[config.mk]
export PLATFORM = sky130hd
export DESIGN_NAME = mbx_regfile
export DESIGN_NICKNAME = d
export VERILOG_FILES = /design/src/rtl/mbx_pkg.sv /design/src/rtl/mbx_bank.sv /design/src/rtl/mbx_doorbell.sv /design/src/rtl/mbx_guard.sv /design/src/rtl/mbx_regfile.sv
export SDC_FILE = /design/constraint.sdc
export NUM_CORES = 2
export LEC_CHECK = 0
export BUFFER_PORTS_ARGS = -buffer_cell sky130_fd_sc_hd__buf_4
export CAP_MARGIN = 20
export CORE_ASPECT_RATIO = 0.7
export CORE_MARGIN = 5
export CORE_UTILIZATION = 65
export DETAILED_ROUTE_END_ITERATION = 8
export PLACE_DENSITY_LB_ADDON = 0.1
export SYNTH_ARGS = -nofsm -noshare
export SYNTH_HDL_FRONTEND = slang
export SYNTH_HIERARCHICAL = 1
export SYNTH_SLANG_ARGS = --single-unit
[constraint.sdc]
create_clock -name clk -period 3.6 [get_ports clk]
set_input_delay 0.54 -clock clk [delete_from_list [all_inputs] [get_ports clk]]
set_output_delay 0.54 -clock clk [all_outputs]
set_load 0.05 [all_outputs]
[src/rtl/mbx_pkg.sv]
package mbx_pkg;

    localparam int ADDR_W    = 4;
    localparam int NUM_WORDS = 4;
    localparam int WIDX_W    = $clog2(NUM_WORDS);

    // engine doorbell bit
    localparam int EDB_CMD_BIT   = 0;
    // host doorbell bits
    localparam int HDB_ACK_BIT   = 0;
    localparam int HDB_REPLY_BIT = 1;
    localparam int HDB_RESET_BIT = 2;
    localparam int HDB_PASS_BIT  = 3;

    typedef enum logic [1:0] {
        DB_NONE = 2'd0,
        DB_RW   = 2'd1,
        DB_OR   = 2'd2,
        DB_AND  = 2'd3
    } db_op_e;

    typedef struct packed {
        logic              is_cmd;
        logic              is_rpl;
        logic [WIDX_W-1:0] word;
        db_op_e            edb_op;
        db_op_e            hdb_op;
    } dec_t;

    function automatic db_op_e alias_op(input logic [1:0] sel);
        case (sel)
            2'd0:    return DB_RW;
            2'd1:    return DB_OR;
            2'd2:    return DB_AND;
            default: return DB_NONE;
        endcase
    endfunction

    // bit 3 picks the side, bit 2 picks words versus doorbell
    function automatic dec_t decode(input logic [ADDR_W-1:0] a);
        dec_t d;
        d.is_cmd = (a[3:2] == 2'b00);
        d.is_rpl = (a[3:2] == 2'b10);
        d.word   = a[WIDX_W-1:0];
        d.edb_op = (a[3:2] == 2'b01) ? alias_op(a[1:0]) : DB_NONE;
        d.hdb_op = (a[3:2] == 2'b11) ? alias_op(a[1:0]) : DB_NONE;
        return d;
    endfunction

    function automatic logic posts(input db_op_e op);
        return (op == DB_RW) || (op == DB_OR);
    endfunction

endpackage

[src/rtl/mbx_bank.sv]
module mbx_bank #(
    parameter int DATA_W = 64,
    parameter int NUM_W  = 4,
    localparam int IDX_W = $clog2(NUM_W)
) (
    input  logic                         clk,
    input  logic                         rst,
    input  logic                         we,
    input  logic [IDX_W-1:0]             widx,
    input  logic [DATA_W-1:0]            wdata,
    output logic [NUM_W-1:0][DATA_W-1:0] q
);
    for (genvar i = 0; i < NUM_W; i++) begin : g_word
        always_ff @(posedge clk) begin
            if (rst) begin
                q[i] <= '0;
            end else if (we && (widx == IDX_W'(i))) begin
                q[i] <= wdata;
            end
        end
    end
endmodule

[src/rtl/mbx_doorbell.sv]
module mbx_doorbell
    import mbx_pkg::*;
#(
    parameter int W = 8
) (
    input  logic         clk,
    input  logic         rst,
    input  db_op_e       a_op,
    input  logic [W-1:0] a_data,
    input  db_op_e       b_op,
    input  logic [W-1:0] b_data,
    output logic [W-1:0] q
);
    logic [W-1:0] set_a, clr_a, set_b, clr_b;

    function automatic logic [2*W-1:0] masks(input db_op_e op, input logic [W-1:0] d);
        case (op)
            DB_RW:   return {d, ~d};
            DB_OR:   return {d, {W{1'b0}}};
            DB_AND:  return {{W{1'b0}}, ~d};
            default: return '0;
        endcase
    endfunction

    always_comb begin
        {set_a, clr_a} = masks(a_op, a_data);
        {set_b, clr_b} = masks(b_op, b_data);
    end

    // set is applied after clear so that a set always wins
    always_ff @(posedge clk) begin
        if (rst) begin
            q <= '0;
        end else begin
            q <= (q & ~(clr_a | clr_b)) | set_a | set_b;
        end
    end
endmodule

[src/rtl/mbx_guard.sv]
module mbx_guard (
    input  logic clk,
    input  logic rst,
    input  logic cmd_wr,
    input  logic post_cmd,
    input  logic post_done,
    output logic cmd_wr_ok,
    output logic busy,
    output logic perr
);
    assign cmd_wr_ok = cmd_wr && !busy;

    always_ff @(posedge clk) begin
        if (rst) begin
            busy <= 1'b0;
            perr <= 1'b0;
        end else begin
            if (post_cmd) begin
                busy <= 1'b1;
            end else if (post_done) begin
                busy <= 1'b0;
            end
            if (cmd_wr && busy) begin
                perr <= 1'b1;
            end
        end
    end
endmodule

[src/rtl/mbx_regfile.sv]
module mbx_regfile
    import mbx_pkg::*;
#(
    parameter int DATA_W = 64,
    parameter int DB_W   = 8
) (
    input  logic              clk,
    input  logic              rst,
    input  logic              h_req,
    input  logic              h_we,
    input  logic [3:0]        h_addr,
    input  logic [DATA_W-1:0] h_wdata,
    output logic [DATA_W-1:0] h_rdata,
    input  logic              e_req,
    input  logic              e_we,
    input  logic [3:0]        e_addr,
    input  logic [DATA_W-1:0] e_wdata,
    output logic [DATA_W-1:0] e_rdata,
    output logic              h_irq,
    output logic              e_irq,
    output logic              cmd_busy,
    output logic              proto_err
);
    typedef logic [NUM_WORDS-1:0][DATA_W-1:0] bank_t;

    dec_t       hd, ed;
    logic       h_wr, e_wr;
    db_op_e     h_edb_op, h_hdb_op, e_edb_op, e_hdb_op;
    logic       cmd_wr, cmd_wr_ok, rpl_wr;
    logic       post_cmd, post_done;
    bank_t      cmd_q, rpl_q;
    logic [DB_W-1:0] edb_q, hdb_q;

    assign hd   = decode(h_addr);
    assign ed   = decode(e_addr);
    assign h_wr = h_req && h_we;
    assign e_wr = e_req && e_we;

    assign h_edb_op = h_wr ? hd.edb_op : DB_NONE;
    assign h_hdb_op = h_wr ? hd.hdb_op : DB_NONE;
    assign e_edb_op = e_wr ? ed.edb_op : DB_NONE;
    assign e_hdb_op = e_wr ? ed.hdb_op : DB_NONE;

    assign cmd_wr    = h_wr && hd.is_cmd;
    assign rpl_wr    = e_wr && ed.is_rpl;
    assign post_cmd  = posts(h_edb_op) && h_wdata[EDB_CMD_BIT];
    assign post_done = posts(e_hdb_op) &&
                       (e_wdata[HDB_REPLY_BIT] || e_wdata[HDB_RESET_BIT]);

    mbx_bank #(.DATA_W(DATA_W), .NUM_W(NUM_WORDS)) u_cmd_bank (
        .clk(clk), .rst(rst), .we(cmd_wr_ok), .widx(hd.word),
        .wdata(h_wdata), .q(cmd_q)
    );

    mbx_bank #(.DATA_W(DATA_W), .NUM_W(NUM_WORDS)) u_rpl_bank (
        .clk(clk), .rst(rst), .we(rpl_wr), .widx(ed.word),
        .wdata(e_wdata), .q(rpl_q)
    );

    mbx_doorbell #(.W(DB_W)) u_edb (
        .clk(clk), .rst(rst),
        .a_op(h_edb_op), .a_data(h_wdata[DB_W-1:0]),
        .b_op(e_edb_op), .b_data(e_wdata[DB_W-1:0]),
        .q(edb_q)
    );

    mbx_doorbell #(.W(DB_W)) u_hdb (
        .clk(clk), .rst(rst),
        .a_op(h_hdb_op), .a_data(h_wdata[DB_W-1:0]),
        .b_op(e_hdb_op), .b_data(e_wdata[DB_W-1:0]),
        .q(hdb_q)
    );

    mbx_guard u_guard (
        .clk(clk), .rst(rst), .cmd_wr(cmd_wr),
        .post_cmd(post_cmd), .post_done(post_done),
        .cmd_wr_ok(cmd_wr_ok), .busy(cmd_busy), .perr(proto_err)
    );

    function automatic logic [DATA_W-1:0] rd_sel(
        input dec_t d, input bank_t c, input bank_t r,
        input logic [DB_W-1:0] e, input logic [DB_W-1:0] h
    );
        logic [DATA_W-1:0] v;
        v = '0;
        if (d.is_cmd)                  v = c[d.word];
        else if (d.is_rpl)             v = r[d.word];
        else if (d.edb_op != DB_NONE)  v[DB_W-1:0] = e;
        else if (d.hdb_op != DB_NONE)  v[DB_W-1:0] = h;
        return v;
    endfunction

    assign h_rdata = rd_sel(hd, cmd_q, rpl_q, edb_q, hdb_q);
    assign e_rdata = rd_sel(ed, cmd_q, rpl_q, edb_q, hdb_q);

    assign h_irq = |hdb_q;
    assign e_irq = |edb_q;
endmodule

After elaboration in Yosys (flattened, before gate mapping) --
Index checks and enable logic that the tools add are counted.
Operators by class: $lt $le $gt $ge 2, eq/ne operators 24, multiplexer cells 34, bitwise gates (word level) 12, reductions and logical operators 31
Operators by type and width (number):
- $bmux W64 S2 | 4
- $mux W64 | 6
- $pmux W16 S3 | 4
- $mux W56 | 2
- $mux W8 | 6
- $or A8 B8 Y8 | 6
- $eq A2 B2 Y1 const B | 16
- $not A8 Y8 | 4
- $and A8 B8 Y8 | 2
- $eq A2 B1 Y1 const B | 8
- $logic_and A1 B1 Y1 | 16
- $mux W2 | 8
- $reduce_or A8 Y1 | 2
- $pmux W2 S3 | 2
- $reduce_bool A2 Y1 | 5
- $logic_not A2 Y1 | 4
- $lt A2 B3 Y1 const B | 2
- $logic_or A1 B1 Y1 | 3
- $mux W1 | 2
- $logic_not A1 Y1 | 1
Word-level totals: bits in registers 530, bits of input ports 142, output and inout bits 132, word-level logic and storage cells 115

Logic depth before layout (Yosys ltp) --
depth in word-level cells 11, depth in mapped cells 12, mapped depth without buffers 8

Modules after synthesis --
The synthesis kept the hierarchy.
By module, submodules not included:
- mbx_bank | times used 2, cells an instance 901, area each 10069.7 um2, seq. area each 5124.9 um2
- mbx_regfile | times used 1, cells an instance 756, area each 8733.4 um2, seq. area each 0.0 um2
- mbx_doorbell | times used 2, cells an instance 53, area each 452.9 um2, seq. area each 160.2 um2
- mbx_guard | times used 1, cells an instance 8, area each 73.8 um2, seq. area each 40.0 um2

Least setup slack after synthesis --
OpenSTA, ideal clock, no wires.
path kind input to output, start input port h_addr[0], end output port h_rdata[0], arrival time 2.710 ns, required time 3.060 ns, slack 0.350 ns, stages on the path 10, buffers on the path 4, cell sequence buf_6 buf_12 buf_6 buf_6 inv_1 ha_1 nor3_1 nor2_1 a21oi_1 o22ai_1
On the way: longest elaborated chain between the ends 8, elaborated cells between the ends (all ways) 16, classes of those cells eq/ne: 2; mux: 11; reduce/logical: 3
Ends and longest elaborated chain:
- start: declaration | line mbx_regfile.sv:11 | input logic [3:0] h_addr,
- $eq A2 B2 Y1 (tied with other cells) | line mbx_pkg.sv:31 | case (sel)
- $pmux W2 S3 | line mbx_pkg.sv:31
- $mux W2 | line mbx_pkg.sv:46 | d.hdb_op = (a[3:2] == 2'b11) ? alias_op(a[1:0]) : DB_NONE;
- $reduce_bool A2 Y1 | line mbx_regfile.sv:89 | else if (d.hdb_op != DB_NONE) v[DB_W-1:0] = h;
- $mux W8 | line mbx_regfile.sv:89
- $mux W8 | line mbx_regfile.sv:88 | else if (d.edb_op != DB_NONE) v[DB_W-1:0] = e;
- $mux W8 | line mbx_regfile.sv:87 | else if (d.is_rpl) v = r[d.word];
- $mux W64 (*) | line mbx_regfile.sv:86 | if (d.is_cmd) v = c[d.word];
- end: declaration | line mbx_regfile.sv:13 | output logic [DATA_W-1:0] h_rdata,
Every way passes the cells marked *; elsewhere a longest branch is shown, timed or not. The select of a mux whose other input is x is not followed.

Worst setup path in the final report --
start input port h_addr[3], end output port h_rdata[2]
On the way: longest elaborated chain between the ends 7, elaborated cells between the ends (all ways) 12, classes of those cells eq/ne: 3; mux: 6; reduce/logical: 3
Ends and longest elaborated chain (line):
- $eq A2 B2 Y1 | mbx_pkg.sv:46
- $mux W2 | mbx_pkg.sv:46
- $reduce_bool A2 Y1 | mbx_regfile.sv:89
- $mux W8 | mbx_regfile.sv:89
- $mux W8 | mbx_regfile.sv:88
- $mux W8 | mbx_regfile.sv:87
- $mux W64 (*) | mbx_regfile.sv:86
Every way passes the cells marked *; elsewhere a longest branch is shown, timed or not.

==> out/qor_table.md <==
| Quantity | Value | Unit |
| --- | --- | --- |
| Outcome | finished clean | - |
| Fraction of final layout cells sized beyond drive strength 1 | 0.223 | - |
| Clk pin slew, worst setup/hold paths | 0.06 | ns |
| Final count of hold timing violations | 0 | - |
| Cell-internal power | 9.50 | mW |
| Kind of start point of the critical path | primary input | - |
| Peak Freq | 328 | MHz |
| Maximum ir drop on the vdd rail | 0.348 | mV |
| Post-CTS repair timing setup buffer count | 0 | - |
| DRC errors left | 0 | - |
| Endpoint required time on the critical path | 3.06 | ns |
| Number of buffers added on ports | 273 | - |
| Setup slack of the critical path after layout | 0.548 | ns |
| Cell type with the highest aggregate area in the netlist | sky130_fd_sc_hd__dfxtp_1 | - |
| Top-Level Pins | 274 | - |
| Bufs on Longest Clock Path | 3 | - |
| Worst setup path category | primary input to output pin | - |
| Syn avg cell area | 11.2 | µm² |
| Global-route wire length before repair | 131000 | µm |
| Post-synth ARST share | 0 | - |
| Growth of design area from synthesis to finish | 12.7 | % |
| Number of cells traversed by the worst hold path | 3 | - |
| Seq cells post-synth | 530 | - |
| Switching part of the total | 0.252 | - |
| Element type at the critical path end | output pin | - |
| Via count | 22200 | - |
| Global routing's busiest layer | met2 | - |
| Synthesized instance count | 2672 | - |
| Core Region | 0.0452 | mm² |
| Most instantiated library cell after synthesis | sky130_fd_sc_hd__mux2i_1 | - |
| GR Layer Usage met2 | 0.516 | - |
| Summed negative setup slack over all endpoints | 0 | ns |
| Final Net Count | 2963 | - |
| Via count of the first global-routing pass | 23000 | - |
| Number of clock buffers inserted by TritonCTS | 51 | - |
| Die Height | 189 | µm |
| Post-synthesis instance area | 0.0299 | mm² |
| Clock sink total | 530 | - |
| Final setup vio count | 0 | - |
| Number of vias per cell after detailed routing | 6.44 | - |
| Die footprint | 0.0504 | mm² |
| Slew of the pin with the lowest slew margin | 1.01 | ns |
| Largest net degree at the start of global routing | 121 | - |
| Setup repair after global routing missed its margin | no | - |
| Worst slew slack as a fraction of its limit | 0.324 | - |
| Final worst path period share | 0.848 | - |
| Sequential Power Share | 0.470 | - |
| Met3 demand-to-capacity share in global routing | 0.0688 | - |
| XOR/XNOR share of the synthesized area | 0.00168 | - |
| Post-Route Hold Slack | 0.291 | ns |
| Clk pwr share | 0.424 | - |
| Initial Util | 0.660 | - |
| Sequential-to-total area share from yosys stat | 0.355 | - |
| Switching component of the power | 3.20 | mW |
| Violation count after the first detailed-routing iteration | 2258 | - |
| Length of the first detailed-routing pass in iterations | 7 | - |
| Largest family of logic cells by synthesized area | multiplexers | - |
| Total gr overflow | 0 | - |
| Multiplexer fraction of the synthesized cell area | 0.402 | - |
| Unique cell type count in the Yosys netlist | 49 | - |
| Leading register cell type out of synthesis | sky130_fd_sc_hd__dfxtp_1 | - |
| Cell count after placement | 3367 | - |
| Wire length per cell | 24.7 | µm |
| Non-filler instance count after layout | 3454 | - |
| HP Class | primary input to flop | - |
| Fraction of the mapped netlist area in simple logic gates | 0.171 | - |
| Power per unit of standard cell area | 377 | mW/mm² |
| Area contributors post-synth | sky130_fd_sc_hd__dfxtp_1 (36%), sky130_fd_sc_hd__mux2i_1 (23%), sky130_fd_sc_hd__mux4_2 (18%), sky130_fd_sc_hd__nand2b_1 (14%), sky130_fd_sc_hd__nor2_1 (1.7%) | - |
| Final slew viol count | 0 | - |
| X dimension of the die | 266 | µm |
| Adder and majority gate portion of the synthesized area | 0.00168 | - |
| Number of flops mapped to enable cells by yosys | 0 | - |
| Initial antenna violation count | 1 | - |
| Clock H-tree levels | 2 | - |
| Lkg Pwr | 14.9 | nW |
| Wire length reported by the detailed router | 85400 | µm |
| Fraction of post-synthesis cell area in the top cell type by area | 0.355 | - |
| HPWL reported at the end of detailed placement | 54000 | µm |
| Post-Place Setup Slack | 0.519 | ns |
| Endpoint, Worst Hold | u_cmd_bank/q[173] | - |
| Number of resized instances in the post-cts repair step | 0 | - |
| Tmin final | 3.05 | ns |
| Clock tree from TritonCTS | yes | - |
| Part of the total power dissipated in combinational logic | 0.107 | - |
| Standard-cell row count | 65 | - |
| Critical path peak fanout | 44 | - |
| Count of antenna-violating nets left after detailed routing | 0 | - |
| Post-synthesis net count | 2818 | - |
| Share of the core filled with cells in the final layout | 0.744 | - |
| Met1 routing resource usage after global routing | 0.454 | - |
| Area fraction in compound gates after synthesis | 0.0238 | - |
| Most numerous cell types in the synthesized netlist | sky130_fd_sc_hd__mux2i_1 (677), sky130_fd_sc_hd__nand2b_1 (653), sky130_fd_sc_hd__dfxtp_1 (530) | - |
| Synthesis warning total | 6 | - |
| Max-capacitance violation count | 0 | - |
| Capture point of the worst reg-to-reg path | u_cmd_bank/q[48] | - |
| Startpoint of the lowest-slack register-to-register path | u_guard/busy | - |
| Clk_lat worst skew | 0.58 | ns |
| Diodes inserted | 0 | - |
| Post-CTS Hold Fix Bufs | 0 | - |
| Routability congestion estimate from global placement | 0.968 | - |
| Reg2Reg Setup Slack | 1.56 | ns |
| Origin of the worst min-delay path | h_wdata[45] | - |
| Clock tree root driver cell | sky130_fd_sc_hd__clkbuf_16 | - |
| Global-route total usage across every layer | 0.326 | - |
| Final worst clock skew | 0.00953 | ns |
| Depth of the most critical reg-to-reg path | 4 | - |
| Arrival time worst endpoint | 2.51 | ns |
sequential cells by signal, indices dropped and copies added, names as in the netlist:
| register | flops |
|---|---|
| u_guard/perr | 1 |
| u_guard/busy | 1 |
| u_edb/q | 8 |
| u_rpl_bank/q | 256 |
| u_hdb/q | 8 |
| u_cmd_bank/q | 256 |
routing by layer:
metal | share of wire | vias to the layer above
met1 | 0.42 | 11200
met4 | 0.032 | 2
met5 | 0.00015 | -
met2 | 0.46 | 994
met3 | 0.084 | 199
li1 | - | 9820
power by group through the flow:
| stage | Sequential (mW) | Clock [mW] | Combinational [mW] |
|---|---|---|---|
| 6_report | 5.97 | 5.38 | 1.35 |
| 5_1_grt | 5.97 | 5.70 | 1.42 |
| 4_1_cts | 5.96 | 5.45 | 1.34 |
| 3_5_place_dp | 6.10 | 0 | 1.33 |
| 3_3_place_gp | 6.09 | 0 | 1.31 |
| 2_1_floorplan | 6.08 | 0 | 0.914 |
metrics by stage:
step | cell area [µm²] | total power, mW
after floorplan | 29900 | 6.99
after global placement | 32000 | 7.40
after detailed placement | 32000 | 7.43
after CTS | 33600 | 12.8
after global routing | 33600 | 13.1
final | 33600 | 12.7
worst max-delay path: stages:
cell and delay (ns):
sky130_fd_sc_hd__buf_4 0.11, sky130_fd_sc_hd__buf_4 0.75, sky130_fd_sc_hd__nand2_1 0.33, sky130_fd_sc_hd__o22ai_1 0.30
sky130_fd_sc_hd__nor2_1 0.08, sky130_fd_sc_hd__o22ai_1 0.17, sky130_fd_sc_hd__buf_4 0.23
cell families (layout without fill, tap and decap cells):
logic type | count (synthesis) | count (layout)
AO/OA/AOI/OAI | 105 | 105
flip-flops | 530 | 530
buffers and inverters | 238 | 417
AND/OR/NAND/NOR | 882 | 882
XOR/XNOR | 4 | 4
adder cells (fa/ha/maj) | 4 | 4
multiplexers | 909 | 909
worst max path at each step:
stage          cells past startpoint          endpoint       from
2_1_floorplan                     10        h_rdata[0]  h_addr[0]
3_3_place_gp                       6       e_rdata[43]  e_addr[0]
3_5_place_dp                       7  u_cmd_bank/q[28]  h_addr[2]
4_1_cts                            6       e_rdata[43]  e_addr[0]
5_1_grt                            6       e_rdata[43]  e_addr[0]
6_report                           7        h_rdata[2]  h_addr[3]
final cells by class:
cell class,instances,area (µm²)
well taps,603,754
clock buffers,70,1480
inverters,15,56.3
flip-flops and latches,530,10600
clock inverters,17,156
repair buffers,315,2630
multi-input cells,1904,18000
fillers,3105,11600
cell usage in the layout, fill, tap and decap left out, types with 4 or more instances in the layout:
master	count
sky130_fd_sc_hd__nor4_1	4
sky130_fd_sc_hd__a31o_1	5
sky130_fd_sc_hd__inv_1	13
sky130_fd_sc_hd__mux4_2	232
sky130_fd_sc_hd__clkbuf_8	10
sky130_fd_sc_hd__and3_1	8
sky130_fd_sc_hd__o22ai_1	18
sky130_fd_sc_hd__nand2b_1	653
sky130_fd_sc_hd__clkbuf_16	53
sky130_fd_sc_hd__dfxtp_1	530
sky130_fd_sc_hd__a21oi_1	29
sky130_fd_sc_hd__clkinv_2	12
sky130_fd_sc_hd__nor3_1	5
sky130_fd_sc_hd__nor2b_1	9
sky130_fd_sc_hd__buf_12	19
sky130_fd_sc_hd__clkbuf_1	8
sky130_fd_sc_hd__mux2i_1	677
sky130_fd_sc_hd__a221oi_1	8
sky130_fd_sc_hd__nand3_1	17
sky130_fd_sc_hd__o21ai_0	4
sky130_fd_sc_hd__nand2_1	29
sky130_fd_sc_hd__ha_1	4
sky130_fd_sc_hd__nand3b_1	4
sky130_fd_sc_hd__nor2_1	136
sky130_fd_sc_hd__a22o_1	8
sky130_fd_sc_hd__buf_4	291
sky130_fd_sc_hd__a22oi_1	17
sky130_fd_sc_hd__o221ai_1	6
(Power assumes the default switching activity.)
